$ cat src/rtl/irq_prio_select.sv
module irq_prio_select #(
  parameter int NUM_IRQ = 64,
  parameter int NUM_CPU = 2
) (
  input  logic                           clk,
  input  logic                           rst_n,
  input  logic [NUM_IRQ-33:0]            shared_in,
  input  logic [NUM_CPU*32-1:0]          private_in,
  input  logic [NUM_IRQ*NUM_CPU-1:0]     enable,
  input  logic [NUM_IRQ*NUM_CPU*8-1:0]   prio,
  input  logic [(NUM_IRQ-32)*NUM_CPU-1:0] target,
  input  logic [NUM_IRQ-1:0]             edge_mode,
  input  logic [NUM_IRQ*NUM_CPU-1:0]     pend_set,
  input  logic [NUM_IRQ*NUM_CPU-1:0]     pend_clr,
  input  logic                           dist_en,
  input  logic [NUM_CPU-1:0]             cpu_en,
  input  logic [NUM_CPU*8-1:0]           prio_mask,
  input  logic [NUM_CPU*9-1:0]           run_prio,
  output logic [NUM_CPU*10-1:0]          hp_id,
  output logic [NUM_CPU-1:0]             irq_req
);
  localparam int NSH    = NUM_IRQ - 32;
  localparam int NBIT   = NUM_IRQ * NUM_CPU;
  localparam int LEAVES = 1 << $clog2(NUM_IRQ);
  localparam logic [9:0] NONE = 10'd1023;

  logic [NSH-1:0]        sh_lvl;
  logic [NUM_CPU*32-1:0] pv_lvl;
  logic [NBIT-1:0]       pend, hw_set, pend_nx;
  logic [NSH-1:0]        sh_rise;
  logic [NUM_CPU*32-1:0] pv_rise;
  logic [NUM_CPU-1:0]    hit, fire;
  logic [9:0]            win_id [NUM_CPU];

  assign sh_rise = shared_in & ~sh_lvl;
  assign pv_rise = private_in & ~pv_lvl;

  for (genvar c = 0; c < NUM_CPU; c++) begin : g_set
    for (genvar k = 0; k < NUM_IRQ; k++) begin : g_id
      if (k < 32) begin : g_priv
        assign hw_set[c*NUM_IRQ+k] = pv_rise[c*32+k]
                                   & (edge_mode[k] | enable[c*NUM_IRQ+k]);
      end else begin : g_shr
        assign hw_set[c*NUM_IRQ+k] = sh_rise[k-32] & target[(k-32)*NUM_CPU+c]
                                   & (edge_mode[k] | enable[c*NUM_IRQ+k]);
      end
    end
  end

  assign pend_nx = (pend & ~pend_clr) | pend_set | hw_set;

  always_ff @(posedge clk or negedge rst_n) begin
    if (!rst_n) begin
      pend   <= '0;
      sh_lvl <= '0;
      pv_lvl <= '0;
    end else begin
      pend   <= pend_nx;
      sh_lvl <= shared_in;
      pv_lvl <= private_in;
    end
  end

  for (genvar c = 0; c < NUM_CPU; c++) begin : g_cpu
    logic       nv [1:2*LEAVES-1];
    logic [7:0] np [1:2*LEAVES-1];
    logic [9:0] ni [1:2*LEAVES-1];

    for (genvar j = 0; j < LEAVES; j++) begin : g_leaf
      if (j < NUM_IRQ) begin : g_real
        assign nv[LEAVES+j] = pend[c*NUM_IRQ+j] & enable[c*NUM_IRQ+j];
        assign np[LEAVES+j] = prio[(c*NUM_IRQ+j)*8 +: 8];
        assign ni[LEAVES+j] = 10'(j);
      end else begin : g_pad
        assign nv[LEAVES+j] = 1'b0;
        assign np[LEAVES+j] = 8'hff;
        assign ni[LEAVES+j] = NONE;
      end
    end

    for (genvar i = 1; i < LEAVES; i++) begin : g_node
      logic take_l;
      assign take_l = nv[2*i] & (~nv[2*i+1] | (np[2*i] <= np[2*i+1]));
      assign nv[i]  = nv[2*i] | nv[2*i+1];
      assign np[i]  = take_l ? np[2*i] : np[2*i+1];
      assign ni[i]  = take_l ? ni[2*i] : ni[2*i+1];
    end

    assign hit[c]    = dist_en & cpu_en[c] & nv[1] & (np[1] < prio_mask[c*8 +: 8]);
    assign fire[c]   = hit[c] & ({1'b0, np[1]} < run_prio[c*9 +: 9]);
    assign win_id[c] = ni[1];
  end

  always_ff @(posedge clk or negedge rst_n) begin
    if (!rst_n) begin
      for (int c = 0; c < NUM_CPU; c++) hp_id[c*10 +: 10] <= NONE;
      irq_req <= '0;
    end else begin
      for (int c = 0; c < NUM_CPU; c++)
        hp_id[c*10 +: 10] <= hit[c] ? win_id[c] : NONE;
      irq_req <= fire;
    end
  end
endmodule

$ cat config.mk
export PLATFORM = sky130hd
export DESIGN_NAME = irq_prio_select
export DESIGN_NICKNAME = d
export VERILOG_FILES = /design/src/rtl/irq_prio_select.sv
export SDC_FILE = /design/constraint.sdc
export NUM_CORES = 2
export LEC_CHECK = 0
export ABC_AREA = 1
export BUFFER_PORTS_ARGS = -buffer_cell sky130_fd_sc_hd__buf_4
export CAP_MARGIN = 10
export CORE_AREA = 3 3 664 666
export DETAILED_ROUTE_END_ITERATION = 10
export DIE_AREA = 0 0 667 669
export GPL_ROUTABILITY_DRIVEN = 0
export GPL_TIMING_DRIVEN = 0
export SYNTH_ARGS = -nofsm -noshare
export SYNTH_HDL_FRONTEND = slang
export SYNTH_SLANG_ARGS = --single-unit
$ cat constraint.sdc
create_clock -name clk -period 15.5 [get_ports clk]
set_clock_uncertainty 0.05 [all_clocks]
set_input_delay 0.775 -clock clk [delete_from_list [all_inputs] [get_ports clk]]
set_output_delay 0.775 -clock clk [all_outputs]
set_load 0.05 [all_outputs]
**After elaboration in Yosys (flattened, before gate mapping)**

Cells that the tools add are included.

- Bits in latches: 0
- Memory bits (writable): 0
- Logic and storage cells: 1357
- Memories: 0
- Bits in registers: 246
- Input bits: 1671
- ROM bits: 0
- Output and inout port bits: 22

- Reductions and logical operators: 0
- $mul: 0
- $add $sub $neg: 0
- Bitwise gates (word level): 968
- Divide/modulo/power cells: 0
- Shifts and indexed selects: 0
- Muxes and demuxes: 254
- Order comparisons: 130
- Equality and inequality tests: 0

Operators by type and width:

| kind | count |
|---|---|
| <= comparator 8 bit | 126 |
| two-way mux 8 bit | 126 |
| two-way mux 10 bit | 64 |
| AND 1 bit | 454 |
| bitwise OR 1 bit | 380 |
| bitwise OR 128 bit | 2 |
| AND 128 bit | 1 |
| NOT 128 bit | 1 |
| NOT 1 bit | 126 |
| AND 64 bit | 1 |
| two-way mux 1 bit | 64 |
| NOT 64 bit | 1 |
| AND 32 bit | 1 |
| NOT 32 bit | 1 |
| < comparator 8 x 9 -> 1 bit | 2 |
| < comparator 8 bit | 2 |

**Longest topological paths before layout**

- Depth after elaboration: 28
- Gate-level depth with buffers: 82
- Depth with buffers taken out: 76

**Least setup slack after synthesis**

Ideal clock, no wire load.

- Kind: input -> register
- Start point: input port prio[843]
- End point: register irq_req[1]
- Path slack: 3.697 ns
- Library setup time: 0.073 ns
- Path buffers: 8
- Stages: 68
- Required time: 15.377 ns
- Arrival: 11.680 ns
- Cell sequence: inv_1 ha_1 nand2_1 o21ai_0 a21oi_1 nor2_1 o32ai_1 o21bai_1 clkbuf_1 nor2_1 a21oi_1 ha_1 a21oi_1 o21ai_0 nand2_1 o211ai_1 a32oi_1 clkbuf_1 [32 not listed] nand2_1 o21ai_1 ha_1 a21oi_1 o21a_1 o221a_2 a31oi_1 a21oi_1 clkbuf_1 clkbuf_1 nand2_1 o21ai_0 ha_1 a21oi_1 nor2_1 a2111oi_0 nand2_2 nor2_2

- Cells in the longest elaborated chain, start to end: 27
- Elaborated cells between the ends (all ways): 28
- Those cells by class: 8 x order compare; 6 x mux; 14 x bitwise

Ends and longest elaborated chain:

| item | RTL line | source |
|---|---|---|
| from (decl) | 10 | `input logic [NUM_IRQ*NUM_CPU*8-1:0] prio,` |
| <= comparator 8 bit | 83 | `assign take_l = nv[2*i] & (~nv[2*i+1] \| (np[2*i] <= np[2*i+1]));` |
| bitwise OR 1 bit | 83 |  |
| AND 1 bit | 83 |  |
| two-way mux 8 bit (*) | 85 | `assign np[i] = take_l ? np[2*i] : np[2*i+1];` |
| <= comparator 8 bit | 83 |  |
| bitwise OR 1 bit | 83 |  |
| AND 1 bit | 83 |  |
| two-way mux 8 bit (*) | 85 |  |
| [12 not listed] | -- |  |
| <= comparator 8 bit | 83 |  |
| bitwise OR 1 bit | 83 |  |
| AND 1 bit | 83 |  |
| two-way mux 8 bit (*) | 85 |  |
| < comparator 8 bit | 89 | `assign hit[c] = dist_en & cpu_en[c] & nv[1] & (np[1] < prio_mask[c*8 +: 8]);` |
| AND 1 bit | 89 |  |
| AND 1 bit (*) | 90 | `assign fire[c] = hit[c] & ({1'b0, np[1]} < run_prio[c*9 +: 9]);` |
| via fire[1] | 32 | `logic [NUM_CPU-1:0] hit, fire;` |
| to (signal assigned) | 101 | `irq_req <= fire;` |
| to (decl) | 20 | `output logic [NUM_CPU-1:0] irq_req` |

Mark *: on every way through the listed nets, which the timed path passes. The rest lies on a longest branch.

**Worst setup path in the final report**

- Start point: input port prio[537]
- End point: register irq_req[1]

The elaborated chain is that of the path after synthesis.

==> summary.md <==
| Metric | Value |
|---|---|
| Average size of a mapped cell | 6.28 sq um |
| Largest net degree at the start of global routing | 95 |
| Core footprint | 435000 sq um |
| Syn-to-layout area delta | 47.8% |
| Cell area after technology mapping | 46800 sq um |
| Via Count | 60.0k |
| Net Count, Synth | 10.1k |
| Fmax | 69.4 MHz |
| Crit Path Max Fanout | 10 |
| Synth Warn # | 0 |
| Final Cycle Share | 0.930 |
| Cells after DPL | 14.9k |
| Pleak | 35.2 nW |
| EDFF count, synth | 0 |
| Port buffer count | 1692 |
| Initial antenna violation count | 285 |
| CTS Buf Count | 39 |
| Status | finished, violations left |
| Clock root buffer | clkbuf_16 |
| CP max stage delay | 0.80 ns |
| Crit start category | primary input |
| Grt ovf | 0 |
| Iteration count of the initial detailed-routing pass | 8 |
| CP endpoint kind | flop |
| First-pass GRT wire length | 492000 um |
| Fraction of layout cells with a size suffix above 1 | 0.212 |
| Post-synth top area share | 0.272 |
| Nets | 11.9k |
| RR Endpoint | irq_req[1] |
| Worst path bufs/invs | 15 |
| Die height | 669 um |
| End point of the worst hold path | sh_lvl[7] |
| I/O pin count | 1693 |
| Row cnt | 242 |
| Leading area contributor after synthesis | ha_1 |
| Seq/Total Area, Yosys | 0.129 |
| FF-to-FF setup slack | 1.13 ns |
| Total Power | 11.2 mW |
| Clk_lat worst skew | 0.68 ns |
| Die X | 667 um |
| Die footprint | 446000 sq um |
| Max clock buf depth | 3 |
| Non-filler cells, final | 15.1k |
| Slowest cell on the critical path | buf_1 |
| Critical path depth | 69 |
| Worst Tran Pin Value | 1.54 ns |
| Pwr/cell area | 161 nW/um^2 |
| Global Route Usage Sum | 0.165 |
| Max Cap Viol | 1 |
| Sink Count | 240 |
| Post-synth top flop | dfrtp_1 |
| Top-count cell post-synth | nand2_1 |
| Worst R2R Start | pend[67] |
| Max Slew Vio Count | 2 |
| Antenna Nets Post-Route | 0 |
| Overall routed net length | 386000 um |
| Peak VDD IR | 0.314 mV |
| Crit-path most repeated cell | nand2_1 |
| Clock transition at path regs | 0.08 ns |
| Worst Path Arrival | 14.97 ns |
| Distinct cells, synth | 59 |
| Setup_tns | 0 ns |
| Top cells by area, synth | ha_1, nand2_1, dfrtp_1 |
| Design area | 69100 sq um |
| Seq cells post-synth | 240 |
| Cell Area, Placed | 67300 sq um |
| Hold violation count in the final report | 0 |
| Cells after synthesis | 7447 |
| DPL Wire Length | 360000 um |
| Hold Crit Start | shared_in[7] |
| CTS tree | built |
| Failing checks | max-capacitance violations, max-slew violations |
| R2r worst-path depth | 63 |
| Starting Density | 0.108 |
| WHS Path Cells | 1 |
| Top delay family on crit path | compound AO/OA/AOI/OAI gates |
| H-tree depth | 2 |
| Vias per cell | 3.97 |
| Minimum clock period after layout | 14.42 ns |
| # DRC | 0 |
| Worst EP required | 16.06 ns |
| Ys async rst share | 1.00 |
| Relative slew slack | -0.0336 |
| Vias in the first global route | 56.4k |
| Setup crit start | prio[537] |
| DR iter-0 viols | 4194 |
| Hold/Removal Path Class | primary input to flop |
| Top cells by count, synth | nand2_1, inv_1, ha_1 |
| Routed WL per cell | 25.6 um |
| Critical setup path kind | primary input to flop |
| Final setup violation count | 0 |
[cell type report]
type / count / area [sq um]
Clock buffer: 47 / 1070
Fill cell: 50100 / 366000
Sequential cell: 240 / 6020
Buffer: 146 / 624
Timing Repair Buffer: 1752 / 13400
Tap cell: 5734 / 7170
Clock inverter: 23 / 289
Multi-Input combinational cell: 5907 / 36000
Inverter: 1153 / 4340
Antenna cell: 109 / 273
[cells by family after synthesis]
kind of cell / count (synthesis) / share of synthesized area
muxes: 1 / 0.000214
and+or+nand+nor: 2844 / 0.247
adders and majority gates: 1017 / 0.272
AOI/OAI and AO/OA: 2045 / 0.247
buffers and inverters: 1300 / 0.105
DFF: 240 / 0.129
[power breakdown]
part	total (mW)	leakage, nW	switching (mW)	internal (mW)
clock	1.02	0.655	0.443	0.578
combinational	9.40	31.9	6.42	2.99
sequential	0.734	2.63	0.0411	0.692
total	11.2	35.2	6.90	4.26
[worst max-delay path by stage]
stage / to / slack (ns)
finish: irq_req[1] / 1.08
global route: irq_req[1] / -0.05
CTS: irq_req[0] / 0.007
detailed placement: irq_req[0] / -2.06
global placement: irq_req[0] / -2.66
floorplan: irq_req[1] / 3.70
[placed cells by master (no fill, tap or decap), types with 7 or more instances in the layout]
master	netlist	routed
o221ai_1	20	20
nand3b_1	8	8
o21ai_2	3	8
inv_1	1143	1142
nand3_2	11	11
a221o_1	17	17
nor2_1	623	623
nor3_1	67	67
o21ai_1	96	128
nand2_1	1777	1777
diode_2	0	109
dfstp_2	14	14
o32ai_1	14	13
clkbuf_1	123	106
o21a_1	19	19
o2111ai_1	86	84
clkbuf_16	0	39
o21ai_0	936	899
a221oi_1	9	9
buf_4	8	1725
buf_1	9	11
clkbuf_2	0	14
nand3_1	231	231
a31oi_1	29	27
o21bai_1	26	24
o211ai_1	136	136
ha_1	1017	1017
dfrtp_1	226	226
clkinvlp_4	0	7
nand4_1	45	45
a21oi_2	1	8
nand2_2	33	33
buf_6	1	19
a211oi_1	17	17
o311ai_0	7	7
a21oi_1	587	579
buf_8	0	10
nor3b_1	29	29
[per-stage QoR]
step                      hold slack, ns  utilization  worst slack (ns)
after global placement             0.441        0.153             -2.66
after floorplan                    0.429            -              3.70
final                              0.159        0.159              1.08
after CTS                         0.0197        0.158           0.00710
after global routing              0.0696        0.159           -0.0530
after detailed placement           0.449        0.155             -2.06
[registers in the layout, summed over array words and instances, names as in the netlist]
signal,count
pend,128
hp_id,14
pv_lvl,64
irq_req,2
sh_lvl,32
[repair_timing]
item | in CTS | in global routing
pin swaps | 0 | 0
resized for setup | 7 | 57
endpoints found under the hold margin | 13 | 0
setup buffers | 0 | 1
endpoints found under the setup margin | 16 | 16
hold buffers | 1 | 0
[routing by layer]
layer | GRT usage | wire length, um
met2 | 0.274 | 176000
met1 | 0.196 | 160000
met3 | 0.0546 | 32700
met4 | 0.0600 | 16800
met5 | 0.00784 | 799
Note: power is estimated with default switching activity, not from simulation.
